===== src/rtl/wsc_pkg.sv =====
package wsc_pkg;

  typedef enum logic [0:0] {
    ST_IDLE = 1'b0,
    ST_RUN  = 1'b1
  } wsc_state_e;

  // source bytes per pixel for a format code, 0 when the code is undefined
  function automatic logic [2:0] fmt_bytes(input logic [3:0] code);
    logic [2:0] b;
    case (code)
      4'h6:    b = 3'd2;
      4'h8:    b = 3'd4;
      4'h9:    b = 3'd3;
      4'hE:    b = 3'd4;
      default: b = 3'd0;
    endcase
    return b;
  endfunction

endpackage


===== src/rtl/wsc_fmt_decode.sv =====
module wsc_fmt_decode
  import wsc_pkg::*;
(
  input  logic [15:0] attr,
  output logic        layer_en,
  output logic        chan_sel,
  output logic        rot_bad,
  output logic        fmt_bad,
  output logic [2:0]  bpp
);
  always_comb begin
    layer_en = attr[0];
    chan_sel = attr[8];
    rot_bad  = |attr[13:12];
    bpp      = fmt_bytes(attr[4:1]);
    fmt_bad  = (bpp == 3'd0);
  end
endmodule


===== src/rtl/wsc_clip.sv =====
module wsc_clip #(
  parameter int CW = 11
) (
  input  logic [CW-1:0] panel_w,
  input  logic [CW-1:0] panel_h,
  input  logic [CW-1:0] pos_x,
  input  logic [CW-1:0] win_w,
  input  logic [CW-1:0] win_h,
  output logic [CW-1:0] copy_w,
  output logic [CW-1:0] copy_h
);
  logic [CW:0] right_edge;

  always_comb begin
    right_edge = {1'b0, pos_x} + {1'b0, win_w};
    if (pos_x >= panel_w)
      copy_w = '0;
    else if (right_edge > {1'b0, panel_w})
      copy_w = panel_w - pos_x;
    else
      copy_w = win_w;
    copy_h = (win_h < panel_h) ? win_h : panel_h;
  end
endmodule


===== src/rtl/wsc_addr_step.sv =====
module wsc_addr_step #(
  parameter int AW = 32,
  parameter int SW = 16
) (
  input  logic          clk,
  input  logic          rst,
  input  logic          load,
  input  logic          advance,
  input  logic [AW-1:0] init_val,
  input  logic [SW-1:0] step,
  output logic [AW-1:0] addr
);
  logic [SW-1:0] step_q;

  always_ff @(posedge clk) begin
    if (rst) begin
      addr   <= '0;
      step_q <= '0;
    end else if (load) begin
      addr   <= init_val;
      step_q <= step;
    end else if (advance) begin
      addr   <= addr + AW'(step_q);
    end
  end
endmodule


===== src/rtl/gfx_window_scanner.sv =====
module gfx_window_scanner
  import wsc_pkg::*;
#(
  parameter int CW = 11,
  parameter int AW = 32,
  parameter int PW = 16,
  localparam int LW = CW + 3
) (
  input  logic          clk,
  input  logic          rst,
  input  logic          start,
  input  logic          out_enable,
  input  logic          out_active,
  input  logic          remote_mode,
  input  logic [15:0]   layer_attr,
  input  logic [CW-1:0] panel_w,
  input  logic [CW-1:0] panel_h,
  input  logic [CW-1:0] pos_x,
  input  logic [CW-1:0] pos_y,
  input  logic [CW-1:0] win_w,
  input  logic [CW-1:0] win_h,
  input  logic [AW-1:0] src_base,
  input  logic [AW-1:0] dst_base,
  input  logic [PW-1:0] dst_pitch,
  input  logic [2:0]    dst_bpp,
  input  logic          req_ready,
  output logic          req_valid,
  output logic [AW-1:0] req_src,
  output logic [AW-1:0] req_dst,
  output logic [LW-1:0] req_len,
  output logic          done,
  output logic          rot_err,
  output logic          fmt_err
);
  wsc_state_e    state;
  logic [CW-1:0] lines_left;

  logic          layer_en, chan_sel, rot_bad, fmt_bad;
  logic [2:0]    bpp;
  logic [CW-1:0] copy_w, copy_h;

  wsc_fmt_decode u_fmt (
    .attr     (layer_attr),
    .layer_en (layer_en),
    .chan_sel (chan_sel),
    .rot_bad  (rot_bad),
    .fmt_bad  (fmt_bad),
    .bpp      (bpp)
  );

  wsc_clip #(.CW(CW)) u_clip (
    .panel_w (panel_w),
    .panel_h (panel_h),
    .pos_x   (pos_x),
    .win_w   (win_w),
    .win_h   (win_h),
    .copy_w  (copy_w),
    .copy_h  (copy_h)
  );

  logic          go, gate_ok, fire, last_fire, run_ok;
  logic [LW-1:0] src_step, line_len;
  logic [AW-1:0] dst_first;

  always_comb begin
    go        = start && (state == ST_IDLE);
    gate_ok   = out_enable && out_active && !remote_mode && !chan_sel && layer_en;
    run_ok    = gate_ok && !rot_bad && !fmt_bad && (copy_w != '0) && (copy_h != '0);
    src_step  = LW'(win_w) * LW'(bpp);
    line_len  = LW'(copy_w) * LW'(bpp);
    dst_first = dst_base + AW'(pos_y) * AW'(dst_pitch) + AW'(pos_x) * AW'(dst_bpp);
    fire      = req_valid && req_ready;
    last_fire = fire && (lines_left == CW'(1));
  end

  wsc_addr_step #(.AW(AW), .SW(LW)) u_src (
    .clk      (clk),
    .rst      (rst),
    .load     (go),
    .advance  (fire && !last_fire),
    .init_val (src_base),
    .step     (src_step),
    .addr     (req_src)
  );

  wsc_addr_step #(.AW(AW), .SW(PW)) u_dst (
    .clk      (clk),
    .rst      (rst),
    .load     (go),
    .advance  (fire && !last_fire),
    .init_val (dst_first),
    .step     (dst_pitch),
    .addr     (req_dst)
  );

  always_ff @(posedge clk) begin
    if (rst) begin
      state      <= ST_IDLE;
      lines_left <= '0;
      req_valid  <= 1'b0;
      req_len    <= '0;
      done       <= 1'b0;
      rot_err    <= 1'b0;
      fmt_err    <= 1'b0;
    end else begin
      done    <= 1'b0;
      rot_err <= 1'b0;
      fmt_err <= 1'b0;
      if (go) begin
        if (run_ok) begin
          state      <= ST_RUN;
          req_valid  <= 1'b1;
          req_len    <= line_len;
          lines_left <= copy_h;
        end else begin
          done    <= 1'b1;
          rot_err <= gate_ok && rot_bad;
          fmt_err <= gate_ok && !rot_bad && fmt_bad;
        end
      end else if (fire) begin
        if (last_fire) begin
          state     <= ST_IDLE;
          req_valid <= 1'b0;
          done      <= 1'b1;
        end
        lines_left <= lines_left - CW'(1);
      end
    end
  end

  // a stalled request keeps every field
  a_r9_hold_stalled: assert property (@(posedge clk) disable iff (rst)
    req_valid && !req_ready |=> req_valid && $stable(req_src) && $stable(req_dst) && $stable(req_len));

  // done never overlaps a pending request
  a_r10_done_idle: assert property (@(posedge clk) disable iff (rst)
    done |-> !req_valid);

  // accepting the last line raises done next
  a_r10_done_after_last: assert property (@(posedge clk) disable iff (rst)
    req_valid && req_ready && (lines_left == CW'(1)) |=> done && !req_valid);

  // rotation error only with done, never alongside format error
  a_r3_rot_with_done: assert property (@(posedge clk) disable iff (rst)
    rot_err |-> done && !fmt_err);

  // format error only with done
  a_r4_fmt_with_done: assert property (@(posedge clk) disable iff (rst)
    fmt_err |-> done);

  // a live request has bytes to move and lines left
  a_r6_live_request: assert property (@(posedge clk) disable iff (rst)
    req_valid |-> (req_len != '0) && (lines_left != '0));
endmodule


===== config.mk =====
export PLATFORM = sky130hd
export DESIGN_NAME = gfx_window_scanner
export DESIGN_NICKNAME = d
export VERILOG_FILES = /design/src/rtl/wsc_pkg.sv /design/src/rtl/wsc_fmt_decode.sv /design/src/rtl/wsc_clip.sv /design/src/rtl/wsc_addr_step.sv /design/src/rtl/gfx_window_scanner.sv
export SDC_FILE = /design/constraint.sdc
export NUM_CORES = 1
export LEC_CHECK = 0
export BUFFER_PORTS_ARGS = -buffer_cell sky130_fd_sc_hd__buf_2
export CAP_MARGIN = 20
export CELL_PAD_IN_SITES_DETAIL_PLACEMENT = 1
export CELL_PAD_IN_SITES_GLOBAL_PLACEMENT = 2
export CORE_MARGIN = 5
export CORE_UTILIZATION = 32
export DETAILED_ROUTE_END_ITERATION = 6
export PLACE_DENSITY_LB_ADDON = 0.12
export SLEW_MARGIN = 20
export SYNTH_ARGS = -nofsm -noshare
export SYNTH_HDL_FRONTEND = slang
export SYNTH_SLANG_ARGS = --single-unit

===== constraint.sdc =====
create_clock -name clk -period 6.65 [get_ports clk]
set_clock_uncertainty 0.2 [all_clocks]
set_input_delay 0 -clock clk [delete_from_list [all_inputs] [get_ports clk]]
set_output_delay 0 -clock clk [all_outputs]
set_load 0.02 [all_outputs]

# Word level (Yosys, flattened, before mapping)
# Cells that the tools add are included.
# word_totals
elab_cells	82
rom_bits	0
mem_count	0
ff_bits	123
latch_bits	0
inputBits	172
ramBits	0
# op_classes
bitwise	2
shifts	0
div_mod_pow	0
multipliers	4
addsub	7
n_eq_ne	6
muxes	19
n_reduce_logical	31
magnitude_cmp	3
# ops
operator	count
32-bit 2-to-1 mux	4
11-bit 2-to-1 mux	6
32-bit by 14-bit adder with 32-bit output	2
11-bit by 3-bit multiplier with 14-bit output	3
32-bit by 16-bit adder with 32-bit output	1
32-bit by 27-bit adder with 32-bit output	1
11-bit by 16-bit multiplier with 27-bit output	1
11-bit nonzero test	2
1-bit logical AND	14
11-bit by 11-bit adder with 12-bit output	1
4-bit == test (second input constant)	3
12-bit by 11-bit greater-than comparator with 1-bit output	1
11-bit by 1-bit == test with 1-bit output (second input constant)	1
11-bit greater-or-equal comparator	1
11-bit less-than comparator	1
11-bit by 1-bit subtractor with 11-bit output (second input constant)	1
11-bit subtractor	1
3-bit one-hot mux with 3 select lines	1
1-bit 2-to-1 mux	8
2-bit nonzero test	3
1-bit logical NOT	5
4-bit by 3-bit == test with 1-bit output (second input constant)	1
2-bit AND reduction	2
2-bit OR reduction	2
5 further kinds	6

# Logic depth before layout (Yosys ltp)
# logic_depth
word_depth	10
depth_mapped	34
mapped_depth_nobuf	32

# By module
# Synthesis repeated with hierarchy kept, for this count alone.
# unflattened
cells_unflattened	2404
hier_area_um2	19372.3
# by_module_without_submodules
mod	seq_area_each_um2	n_inst	cells_each	area_each_um2
gfx_window_scanner	580.6	1	1328	10904.2
wsc_addr_step at u_dst	960.9	1	400	3193.1
wsc_addr_step at u_src	920.9	1	343	2881.5
wsc_clip	0.0	1	322	2312.2
wsc_fmt_decode	0.0	1	11	81.3

# Worst setup path before layout
# Ideal clock, no wire load.
# synth_timing
path_kind	input to register
start	in pos_x[0]
end	reg req_len[12]
arrival_ns	6.353
setup_time_ns	0.128
required_ns	6.322
path_stages	33
slack_ns	-0.030
cell_sequence	ha_1 fa_1 a21o_1 a21oi_1 o21bai_1 a21oi_1 o21bai_1 a21oi_1 xnor2_1 ha_1 o21ai_0 a21oi_1 o31a_1 o21ai_0 and2_1 clkbuf_1 buf_2 mux2i_1 nor2_1 nand2_1 fa_1 inv_1 ha_1 fa_1 a21o_1 a21oi_1 o21ai_0 or4_1 a31o_2 a21oi_1 xnor2_1 mux2i_1 nor2_1
# synth_via
elab_chain_cells	8
word_cells_on_any_way	11
cone_classes	2 x add/sub; 1 x mul; 2 x order compare; 2 x mux; 4 x reduce/logical
# synth_lines
item	line_no	source
from (decl)	gfx_window_scanner.sv:18	input logic [CW-1:0] pos_x,
11-bit by 11-bit adder with 12-bit output	wsc_clip.sv:15	right_edge = {1'b0, pos_x} + {1'b0, win_w};
12-bit by 11-bit greater-than comparator with 1-bit output	wsc_clip.sv:18	else if (right_edge > {1'b0, panel_w})
11-bit 2-to-1 mux	wsc_clip.sv:18	
11-bit 2-to-1 mux (*)	wsc_clip.sv:16	if (pos_x >= panel_w)
branches (longest 4 deep; another with 11-bit by 3-bit multiplier with 14-bit output)	--	
to (signal assigned)	gfx_window_scanner.sv:113	req_len <= line_len;
to (decl)	gfx_window_scanner.sv:30	output logic [LW-1:0] req_len,
# Mark *: on every way between the ends.
# A chain may end at the register's enable or synchronous reset.

# Worst setup path in the final report
# layout_timing
start	in dst_pitch[1]
end	reg u_dst.addr[30]
# layout_via
elab_chain_cells	4
# layout_lines
item	line_no	source
from (decl)	gfx_window_scanner.sv:24	input logic [PW-1:0] dst_pitch,
11-bit by 16-bit multiplier with 27-bit output	gfx_window_scanner.sv:71	dst_first = dst_base + AW'(pos_y) * AW'(dst_pitch) + AW'(pos_x) * AW'(dst_bpp);
32-bit by 27-bit adder with 32-bit output	gfx_window_scanner.sv:71	
32-bit by 14-bit adder with 32-bit output	gfx_window_scanner.sv:71	
32-bit 2-to-1 mux	wsc_addr_step.sv:19	end else if (load) begin
to (signal assigned)	wsc_addr_step.sv:20	addr <= init_val;
to (signal assigned)	wsc_addr_step.sv:23	addr <= addr + AW'(step_q);
to (decl)	wsc_addr_step.sv:11	output logic [AW-1:0] addr
# Every way passes these cells.

==> impl_metrics.yaml <==
status:
  status: "finished clean"
detailed_routing:
  num_vias: 16300
  drc: 0
  wirelength_um: 59700
  first_iter_violations: 413
  wl_per_cell_um: 18.2
  ant_nets: 0
  via_per_inst: 4.96
  first_pass_iters: 4
logic_synthesis:
  synth.area.top_cells: "fa_1 23%, dfxtp_1 14%, ha_1 14%"
  synth.net_count: 2781
  syn_inst: 2208
  synth_top_family_by_area: "adder cells"
  syn_area_um2: 17900
  synthAdderAreaFrac_pct: 36.8
  dominantRegCellSynth: "dfxtp_1"
  ys_warn_count: 0
  ys_seq_area_share_pct: 13.8
  synth-compound-area-share_pct: 14.6
  synth_area_per_cell_um2: 8.09
  synth_cell_types: 72
  synthMuxAreaShare_pct: 1.75
  ys_async_sr_fraction_pct: 0
  synth.largest_area_cell: "fa_1"
  synth-xor-area-share_pct: 4.90
  synth_edf_count: 0
  ys_ff_latch: 123
  synth_top_area_share_pct: 23.2
  yosys.area_share.simple_pct: 19.6
clock_network:
  cts_buffers: 17
  clock_path_buffers: 2
  cts_tree: "built"
  insertion_delay_ps: 430
  ctsRootBufferMaster: "clkbuf_16"
  cts.clk_slew.worst_paths_ps: 70
  clock_sinks: 123
  cts_setup_buffers: 0
  htreeDepth: 4
critical_path:
  crit_fanout: 9
  crit_type: "primary input to flip-flop"
  slowest_stage: "dlygate4sd3_1"
  r2r_start: "lines_left[4]$_SDFFE_PP0P_"
  start_kind: "primary input"
  required_ps: 6820
  worstPathArrival_ps: 6470
  timing.rr.end: "u_src.addr[31]$_SDFFE_PP0P_"
  worst-path-buf-inv: 9
  cp_common_cell: "inv_1"
  r2r_slack_ps: 2700
  max_stage_delay_ps: 590
  endpoint_kind: "flip-flop"
  crit_family: "adder cells"
  r2r_cells: 12
grt:
  grt_usage_pct: 19.7
  grt_max_degree: 59
  first_global_vias: 18000
  antenna_found_initial: 1
  grt.overflow.total: 0
  grt_pass1_wl_um: 96600
sta:
  setup_violations: 0
  rsz0062_at_grt: "false"
  maxSlewHeadroom_pct: 40.5
  hold_viol: 0
  fin_ws_ps: 354
  tns_ps: 0
  whs_ps: 21.5
  tightest_slew_ps: 889
  finalCritPeriodShare_pct: 94.7
  fin_crit_ps: 6300
  max_freq_mhz: 159
  maxSlewViolCount: 0
pwr:
  power.total_w: 0.00841
  switchingPower_w: 0.00417
  clkPwrFrac_pct: 12.5
  ir_drop_mv: 0.313
  combPwrFrac_pct: 76.6
  p_per_area_nw_per_um2: 388
  power_leakage_nw: 10.4
  internal-power_w: 0.00424
  p_sw_share_pct: 49.6
  p_seq_share_pct: 10.9
flow_run:
  cap_violations: 0
die:
  ios: 254
  fp.dieH_um: 246
  die_area_um2: 60700
  die_w_um: 246
  core_area_um2: 55200
  rows: 86
  initial_core_util_pct: 32.4
final_layout:
  area_growth_pct: 21.3
  fillerInstances: 6653
  final_core_util_pct: 39.3
  layout_commonest_cell: "nand2_1"
  layout_common_cells: "333 x nand2_1, 318 x inv_1, 244 x buf_2"
  nets: 3096
  layout-drive-gt1-share_pct: 13.2
hold_path:
  whs_path_depth: 4
  hold_start: "win_h[9]"
  hp-class: "primary input to flip-flop"
  hold_path_end: "lines_left[9]$_SDFFE_PP0P_"
place:
  gp_congestion: 0.834
  place_ws_ps: -125
  hpwl_um: 48800
  io_buffers: 245
[cell families after synthesis]
kind of cell / Yosys count
AOI/OAI and AO/OA: 398
buffers and inverters: 403
muxes: 31
adders and majority gates: 401
xor gates and xnor gates: 100
DFF: 123
and+or+nand+nor: 752
[metrics by stage]
stage                     area, um^2  cells
after global routing           21700   3283
after global placement         20000   3154
after floorplan                17900   2208
after CTS                      21700   3283
after detailed placement       20000   3154
final                          21700   3285
[what timing repair did]
| action | in CTS | in global routing |
|---|---|---|
| gates resized for setup | 0 | 7 |
| endpoints found under the setup margin | 0 | 4 |
| hold buffers | 98 | 0 |
| endpoints found under the hold margin | 86 | 0 |
[registers in the layout, indices dropped and copies added (netlist names)]
| register | flops |
|---|---|
| done | 1 |
| fmt_err | 1 |
| lines_left | 11 |
| req_len | 14 |
| rot_err | 1 |
| state | 1 |
| u_dst.addr | 32 |
| u_dst.step_q | 16 |
| u_src.addr | 32 |
| u_src.step_q | 14 |
[worst register-to-register path: cells and delay by family (launching register included)]
kind | cells | cell delay, ps
DFF | 1 | 360
xor gates and xnor gates | 1 | 170
buffers and inverters | 3 | 1060
and+or+nand+nor | 5 | 1610
AOI/OAI and AO/OA | 3 | 490
[worst max path at each step]
stage / start / end / cells after the start
2_1_floorplan: pos_x[0] / req_len[12]$_SDFFE_PP0P_ / 33
3_3_place_gp: win_w[0] / req_len[12]$_SDFFE_PP0P_ / 33
3_5_place_dp: win_w[0] / req_len[12]$_SDFFE_PP0P_ / 33
4_1_cts: dst_pitch[1] / u_dst.addr[31]$_SDFFE_PP0P_ / 25
5_1_grt: pos_x[0] / req_len[12]$_SDFFE_PP0P_ / 33
6_report: dst_pitch[1] / u_dst.addr[30]$_SDFFE_PP0P_ / 26
[cell usage after synthesis (11+ instances only)]
| library cell | count |
|---|---|
| nand2_1 | 333 |
| inv_1 | 318 |
| fa_1 | 207 |
| ha_1 | 194 |
| nor2_1 | 136 |
| dfxtp_1 | 123 |
| a21oi_1 | 113 |
| and2_1 | 93 |
| o21ai_0 | 73 |
| clkbuf_1 | 72 |
| xnor2_1 | 66 |
| a211oi_1 | 44 |
| nand3_1 | 36 |
| xor2_1 | 34 |
| nor3_1 | 33 |
| mux2i_1 | 29 |
| nand2b_1 | 22 |
| a21o_1 | 21 |
| nor2b_1 | 17 |
| o21a_1 | 14 |
| o31ai_1 | 14 |
| or3_1 | 14 |
| nand4_1 | 12 |
| nor4_1 | 12 |
| o21bai_1 | 12 |
| a31oi_1 | 11 |
[cell type report]
type                       count  area (um^2)  share of cell area [%]
multi-input combinational   1682        13900                    64.3
timing repair buffer         381         2490                    11.5
sequential                   123         2460                    11.4
inverter                     318         1190                    5.51
tap                          748          936                    4.32
clock buffer                  18          429                    1.98
clock inverter                13          215                   0.993
antenna                        2         5.00                  0.0231
[power by group through the flow]
stage               Clock [W]  Sequential [W]  Combinational (W)
floorplan                   0         0.00101            0.00439
global route          0.00110        0.000934            0.00740
detailed placement          0        0.000937            0.00648
CTS                   0.00108        0.000921            0.00659
finish                0.00105        0.000919            0.00644
global placement            0        0.000936            0.00636
[routing by layer]
metal / wire length (um) / track usage, % / vias to the layer above
li1: - / - / 7923
met1: 26500 / 24.8 / 8124
met2: 30300 / 36.2 / 211
met3: 1830 / 2.44 / 49
met4: 1020 / 3.89 / 0
met5: 0 / 0 / -
Note: power is estimated with default switching activity, not from simulation.
